$ cat config.mk
export PLATFORM = sky130hd
export DESIGN_NAME = bl_fade_seq
export DESIGN_NICKNAME = d
export VERILOG_FILES = /design/src/rtl/bl_fade_pkg.sv /design/src/rtl/bl_fade_target.sv /design/src/rtl/bl_fade_timer.sv /design/src/rtl/bl_fade_stepper.sv /design/src/rtl/bl_fade_seq.sv
export SDC_FILE = /design/constraint.sdc
export NUM_CORES = 1
export LEC_CHECK = 0
export ABC_AREA = 1
export ABC_CLOCK_PERIOD_IN_PS = 10500
export BUFFER_PORTS_ARGS = -buffer_cell sky130_fd_sc_hd__buf_2
export CORE_ASPECT_RATIO = 1.2
export CORE_UTILIZATION = 45
export CTS_BUF_LIST = sky130_fd_sc_hd__clkbuf_16
export CTS_CLUSTER_SIZE = 10
export DETAILED_ROUTE_END_ITERATION = 6
export MAX_ROUTING_LAYER = met4
export PLACE_DENSITY = 0.67
export SLEW_MARGIN = 0
export SYNTH_ARGS = -nofsm -noshare
export SYNTH_HDL_FRONTEND = slang
export SYNTH_SLANG_ARGS = --single-unit
$ cat constraint.sdc
create_clock -name clk -period 10.5 [get_ports clk]
set_input_delay 2.1 -clock clk [delete_from_list [all_inputs] [get_ports clk]]
set_output_delay 2.1 -clock clk [all_outputs]
set_load 0.01 [all_outputs]
$ cat src/rtl/bl_fade_pkg.sv
package bl_fade_pkg;

    localparam int CODE_W      = 5;
    localparam int RATE_W      = 2;
    localparam int UA_W        = 15;
    localparam int CODE_MIN_ON = 4;
    localparam int FINE_TOP    = 13;
    localparam int MID_TOP     = 29;

    typedef logic [CODE_W-1:0] code_t;
    typedef logic [RATE_W-1:0] rate_t;

    typedef enum logic [1:0] {
        DIR_HOLD = 2'd0,
        DIR_UP   = 2'd1,
        DIR_DOWN = 2'd2
    } dir_e;

    typedef struct packed {
        code_t cur;
        code_t tgt;
    } level_s;

    function automatic code_t sanitize(code_t c);
        if (c != '0 && int'(c) < CODE_MIN_ON)
            return '0;
        return c;
    endfunction

    function automatic dir_e dir_of(level_s l);
        if (l.tgt > l.cur)
            return DIR_UP;
        if (l.tgt < l.cur)
            return DIR_DOWN;
        return DIR_HOLD;
    endfunction

    function automatic code_t step_toward(code_t cur, dir_e d);
        case (d)
            DIR_UP:   return (cur == '0) ? code_t'(CODE_MIN_ON) : cur + 1'b1;
            DIR_DOWN: return (int'(cur) == CODE_MIN_ON) ? '0 : cur - 1'b1;
            default:  return cur;
        endcase
    endfunction

    function automatic logic is_adjacent(code_t a, code_t b);
        int x;
        int y;
        x = int'(a);
        y = int'(b);
        if ((x == 0 && y == CODE_MIN_ON) || (y == 0 && x == CODE_MIN_ON))
            return 1'b1;
        return (x - y == 1) || (y - x == 1);
    endfunction

    function automatic int interval_ticks(rate_t sel, int unit);
        return ((1 << RATE_W) - int'(sel)) * unit;
    endfunction

    function automatic logic [UA_W-1:0] code_to_ua(code_t c);
        int k;
        int v;
        k = int'(c);
        if (k < CODE_MIN_ON)
            v = 0;
        else if (k <= FINE_TOP)
            v = 500 * (k - (CODE_MIN_ON - 1));
        else if (k <= MID_TOP)
            v = 5000 + 1000 * (k - FINE_TOP);
        else
            v = 23000 + 2000 * (k - (MID_TOP + 1));
        return UA_W'(v);
    endfunction

endpackage

$ cat src/rtl/bl_fade_target.sv
module bl_fade_target
    import bl_fade_pkg::*;
(
    input  logic  clk,
    input  logic  rst,
    input  logic  wr,
    input  code_t wr_code,
    output code_t eff_tgt,
    output code_t tgt_q
);

    always_comb begin
        eff_tgt = wr ? sanitize(wr_code) : tgt_q;
    end

    always_ff @(posedge clk) begin
        if (rst)
            tgt_q <= '0;
        else
            tgt_q <= eff_tgt;
    end

    p_stored_legal_r5: assert property (@(posedge clk) disable iff (rst)
        (tgt_q == '0 || int'(tgt_q) >= CODE_MIN_ON));

endmodule

$ cat src/rtl/bl_fade_timer.sv
module bl_fade_timer
    import bl_fade_pkg::*;
#(
    parameter int UNIT_TICKS = 8
) (
    input  logic  clk,
    input  logic  rst,
    input  logic  run,
    input  logic  tick,
    input  rate_t rate_sel,
    output logic  step
);

    localparam int MAX_TICKS = (1 << RATE_W) * UNIT_TICKS;
    localparam int CNT_W     = $clog2(MAX_TICKS + 1);

    logic [CNT_W-1:0] cnt_q;
    logic [CNT_W:0]   cnt_inc;
    logic [CNT_W:0]   limit;

    always_comb begin
        cnt_inc = {1'b0, cnt_q} + 1'b1;
        limit   = (CNT_W + 1)'(interval_ticks(rate_sel, UNIT_TICKS));
        step    = run && tick && (cnt_inc >= limit);
    end

    always_ff @(posedge clk) begin
        if (rst || !run)
            cnt_q <= '0;
        else if (tick)
            cnt_q <= step ? '0 : cnt_inc[CNT_W-1:0];
    end

    p_cnt_bound_r7: assert property (@(posedge clk) disable iff (rst)
        (int'(cnt_q) < MAX_TICKS));

    p_idle_clear_r12: assert property (@(posedge clk) disable iff (rst)
        (!$past(rst) && !$past(run)) |-> (cnt_q == '0));

endmodule

$ cat src/rtl/bl_fade_stepper.sv
module bl_fade_stepper
    import bl_fade_pkg::*;
(
    input  logic  clk,
    input  logic  rst,
    input  logic  fade_en,
    input  logic  step,
    input  code_t eff_tgt,
    output code_t cur_q
);

    level_s lvl;
    dir_e   dir;
    code_t  cur_d;

    always_comb begin
        lvl.cur = cur_q;
        lvl.tgt = eff_tgt;
        dir     = dir_of(lvl);
        if (!fade_en)
            cur_d = eff_tgt;
        else if (step)
            cur_d = step_toward(cur_q, dir);
        else
            cur_d = cur_q;
    end

    always_ff @(posedge clk) begin
        if (rst)
            cur_q <= '0;
        else
            cur_q <= cur_d;
    end

    p_one_step_r3: assert property (@(posedge clk) disable iff (rst)
        (!$past(rst) && $past(fade_en) && cur_q != $past(cur_q))
            |-> is_adjacent($past(cur_q), cur_q));

    p_no_reserved_r4: assert property (@(posedge clk) disable iff (rst)
        (cur_q == '0 || int'(cur_q) >= CODE_MIN_ON));

    p_snap_r8: assert property (@(posedge clk) disable iff (rst)
        (!$past(rst) && !$past(fade_en)) |-> (cur_q == $past(eff_tgt)));

endmodule

$ cat src/rtl/bl_fade_seq.sv
module bl_fade_seq
    import bl_fade_pkg::*;
#(
    parameter int MASK_W     = 4,
    parameter int UNIT_TICKS = 8
) (
    input  logic              clk,
    input  logic              rst,
    input  logic              tgt_wr,
    input  logic [CODE_W-1:0] tgt_code,
    input  logic              fade_en,
    input  logic [RATE_W-1:0] rate_sel,
    input  logic [MASK_W-1:0] sink_en,
    input  logic              ms_tick,
    output logic [CODE_W-1:0] cur_code,
    output logic              busy,
    output logic [UA_W-1:0]   cur_ua
);

    code_t eff_tgt;
    code_t tgt_q;
    code_t cur_q;
    logic  run;
    logic  step;

    bl_fade_target u_target (
        .clk     (clk),
        .rst     (rst),
        .wr      (tgt_wr),
        .wr_code (tgt_code),
        .eff_tgt (eff_tgt),
        .tgt_q   (tgt_q)
    );

    always_comb begin
        run = fade_en && (sink_en != '0) && (cur_q != eff_tgt);
    end

    bl_fade_timer #(
        .UNIT_TICKS (UNIT_TICKS)
    ) u_timer (
        .clk      (clk),
        .rst      (rst),
        .run      (run),
        .tick     (ms_tick),
        .rate_sel (rate_sel),
        .step     (step)
    );

    bl_fade_stepper u_stepper (
        .clk     (clk),
        .rst     (rst),
        .fade_en (fade_en),
        .step    (step),
        .eff_tgt (eff_tgt),
        .cur_q   (cur_q)
    );

    always_comb begin
        cur_code = cur_q;
        busy     = fade_en && (cur_q != tgt_q);
        cur_ua   = code_to_ua(cur_q);
    end

    p_move_on_tick_r3: assert property (@(posedge clk) disable iff (rst)
        (!$past(rst) && $past(fade_en) && cur_q != $past(cur_q)) |-> $past(ms_tick));

    p_freeze_r9: assert property (@(posedge clk) disable iff (rst)
        (!$past(rst) && $past(fade_en) && $past(sink_en) == '0)
            |-> (cur_q == $past(cur_q)));

    p_idle_hold_r10: assert property (@(posedge clk) disable iff (rst)
        (!$past(rst) && $past(fade_en) && !$past(busy) && !$past(tgt_wr))
            |-> (cur_q == $past(cur_q)));

endmodule

==> run_results.csv <==
group,metric,value,unit
clocking,cts_setup_buffers,0,
global_route,grt_pass1_wl,17500,um
yosys,syn_inst,683,
timing,post-route-period-util,72.8,%
floorplan,fp.coreArea,10100,um2
drt,drt_pass1_iterations,4,
cells_and_area,fin_nets,846,
critical_path,endpoint,"cur_ua[14]",
drt,routed_via_density,5.05,
clocking,clk_pin_slew_worst_paths,0.05,ns
critical_path,crit_fanout,15,
timing,tns,0,ns
cells_and_area,layout-drive-gt1-share,8.78,%
cells_and_area,final_common_cell,"inv_1",
drt,wl_per_cell,12.0,um
clocking,cts_sinks,16,
placed_design,dp_hpwl,8540,um
outcome,status,"complete, no violations",
placed_design,pre_cts_ws,3.12,ns
global_route,grt_overflow,0,
cells_and_area,final_cells,832,
timing,rsz0062_at_grt,"false",
critical_path,r2r_slack,8.00,ns
yosys,yosysWarnings,0,
yosys,synth_seq_cells,16,
global_route,grt_pass1_vias,4017,
yosys,ys_types,40,
drt,wirelength,10000,um
clocking,cts_max_level,1,
run,drv_cap,0,
timing,fin_ws,2.85,ns
global_route,grt_antenna_before_repair,0,
floorplan,die_x,94.9,um
global_route,grt_use_total,20.4,%
critical_path,crit_type,"reg2out",
cells_and_area,diodes,0,
timing,drv_slew,0,
timing,skew,0.00289,ns
yosys,synth_compound_area_share,9.63,%
clocking,cts_buffers,3,
critical_path,cp.arrival,5.55,ns
drt,drtIter0Drc,153,
drt,postRouteAntennaNets,0,
clocking,insertion_delay,0.25,ns
timing,max_freq,131,MHz
critical_path,rr_startpoint,"u_stepper.cur_q[2]",
hold_path,hold_class,"reg2reg",
yosys,yosysSeqAreaShare,6.87,%
critical_path,endpoint_kind,"primary output",
floorplan,die_y,114,um
floorplan,start_util,46.3,%
yosys,synth_mux_area_share,0,%
clocking,cts_tree,"done",
placed_design,gp_congestion,0.854,
cells_and_area,final_cell_mix,"inv_1 (155), nand2_1 (137), ha_1 (94), nand3_1 (46), nor2_1 (40)",
placed_design,port_buffers,34,
cells_and_area,final-seq-area,320,um2
critical_path,worstSetupStartpointType,"register",
hold_path,min_path_cells,2,
critical_path,cp.required,8.40,ns
clocking,cts_max_path_buffers,2,
critical_path,r2r_end,"u_stepper.cur_q[2]",
yosys,synth_fa_ha_area_share,37.3,%
floorplan,row_count,40,
yosys,synth-simple-area-share,23.8,%
timing,min_period,7.65,ns
timing,slew_headroom,49.5,%
yosys,avgSynthCellArea,6.83,um2
floorplan,io_pins,37,
critical_path,rr_worst_depth,12,
placed_design,placed_cells,829,
clocking,post_cts_resize_count,0,
yosys,synthesis.area,4660,um2
yosys,synth-xor-area-share,6.20,%
floorplan,die_area,10800,um2
clocking,cts_root_buf,"clkbuf_16",
yosys,synth_top_area_share,25.2,%
clocking,cts_hold_buffers,0,
drt,drc,0,
yosys,synth_top_family_by_area,"adder cells",
cells_and_area,syn2layout_area_growth,5.80,%
timing,finalHoldViolCount,0,
timing,tightest_slew,0.749,ns
cells_and_area,fillCellCount,1011,
cells_and_area,multi_input_area,3590,um2
drt,vias,4203,
global_route,grt_max_degree,22,
yosys,yosysTopAreaCell,"ha_1",
yosys,netlist_top_cells_area,"ha_1 (25%), inv_1 (12%), fa_1 (12%)",
critical_path,crit_start,"u_stepper.cur_q[1]",
timing,setup_viol,0,
[flip-flops by register name, indices dropped and copies added (netlist names)]
name,flops
u_stepper.cur_q,5
u_timer.cnt_q,6
u_target.tgt_q,5
[metal layers]
metal / global-route usage (%) / routed length, um / up-vias / part of all wire, %
met2: 36.2 / 5040 / 72 / 50
li1: - / - / 2172 / -
met1: 25.5 / 4570 / 1948 / 46
met3: 1.47 / 300 / 11 / 3.0
met5: - / 0 / - / 0
met4: 3.64 / 87 / 0 / 0.87
[metrics by stage]
stage	hold WS, ns	instance area (um2)	util [%]
6_report	0.507	4930	49.0
5_1_grt	0.526	4930	49.0
4_1_cts	0.510	4930	49.0
3_5_place_dp	0.504	4860	48.3
3_3_place_gp	0.478	4860	48.3
2_1_floorplan	0.470	4670	-
[Yosys cell counts, drive strengths merged]
| master | instances |
|---|---|
| ha | 94 |
| nand3b | 3 |
| or2 | 3 |
| o21ai | 29 |
| nor2 | 42 |
| o31ai | 1 |
| a21oi | 34 |
| nor3 | 6 |
| o211ai | 6 |
| fa | 28 |
| xor2 | 24 |
| buf | 14 |
| nand2 | 142 |
| xnor2 | 9 |
| clkbuf | 2 |
| dfxtp | 16 |
| o221ai | 1 |
| nand3 | 48 |
| a21o | 1 |
| conb | 1 |
| nor2b | 1 |
| inv | 162 |
| o21bai | 3 |
| o41ai | 1 |
| a31oi | 2 |
| o22ai | 1 |
| or3 | 1 |
| nand4 | 8 |
[worst min path at each step]
stage                                   to  slack, ns        startpoint
after global placement    u_timer.cnt_q[3]       0.48  u_timer.cnt_q[3]
after global routing      u_timer.cnt_q[3]       0.53  u_timer.cnt_q[3]
after floorplan           u_timer.cnt_q[3]       0.47  u_timer.cnt_q[3]
after CTS                 u_timer.cnt_q[3]       0.51  u_timer.cnt_q[3]
final                     u_timer.cnt_q[3]       0.51  u_timer.cnt_q[3]
after detailed placement  u_timer.cnt_q[3]       0.50  u_timer.cnt_q[3]
[area by class of cell]
class	instances	share of cell area [%]
Timing Repair Buffer	35	3.60
Sequential cell	16	6.49
Inverter	162	12.4
Tap cell	126	3.20
Clock buffer	3	1.52
Multi-Input combinational cell	490	72.8
[cells by family (layout without fill, tap and decap cells)]
kind of cell    Yosys count  in the layout
compound gates           79             79
xor+xnor                 33             33
fa+ha+maj               122            122
buf+inv                 178            200
flops                    16             16
other cells               1              2
simple gates            254            254
[critical path, cell delays in order (launching register included)]
cell and delay (ns):
dfxtp_1 0.65, inv_2 0.22, ha_1 0.26, inv_1 0.09
nor2_1 0.04, nor2_1 0.29, ha_1 0.34, xnor2_1 0.29
ha_1 0.30, inv_1 0.08, fa_1 0.44, fa_1 0.45
inv_1 0.06, ha_1 0.18, inv_1 0.06, fa_1 0.53
nand2_1 0.06, nor2_1 0.13, a21oi_2 0.08, nand2_1 0.12
nand2_1 0.08, nand2_1 0.06, nand2_1 0.05, nand3_1 0.07
nand2_1 0.07, a21oi_1 0.13, buf_2 0.15
Power is left out: the tool's default activity adds up to more than one toggle a clock period on the data nets, which glitch-free logic cannot reach.
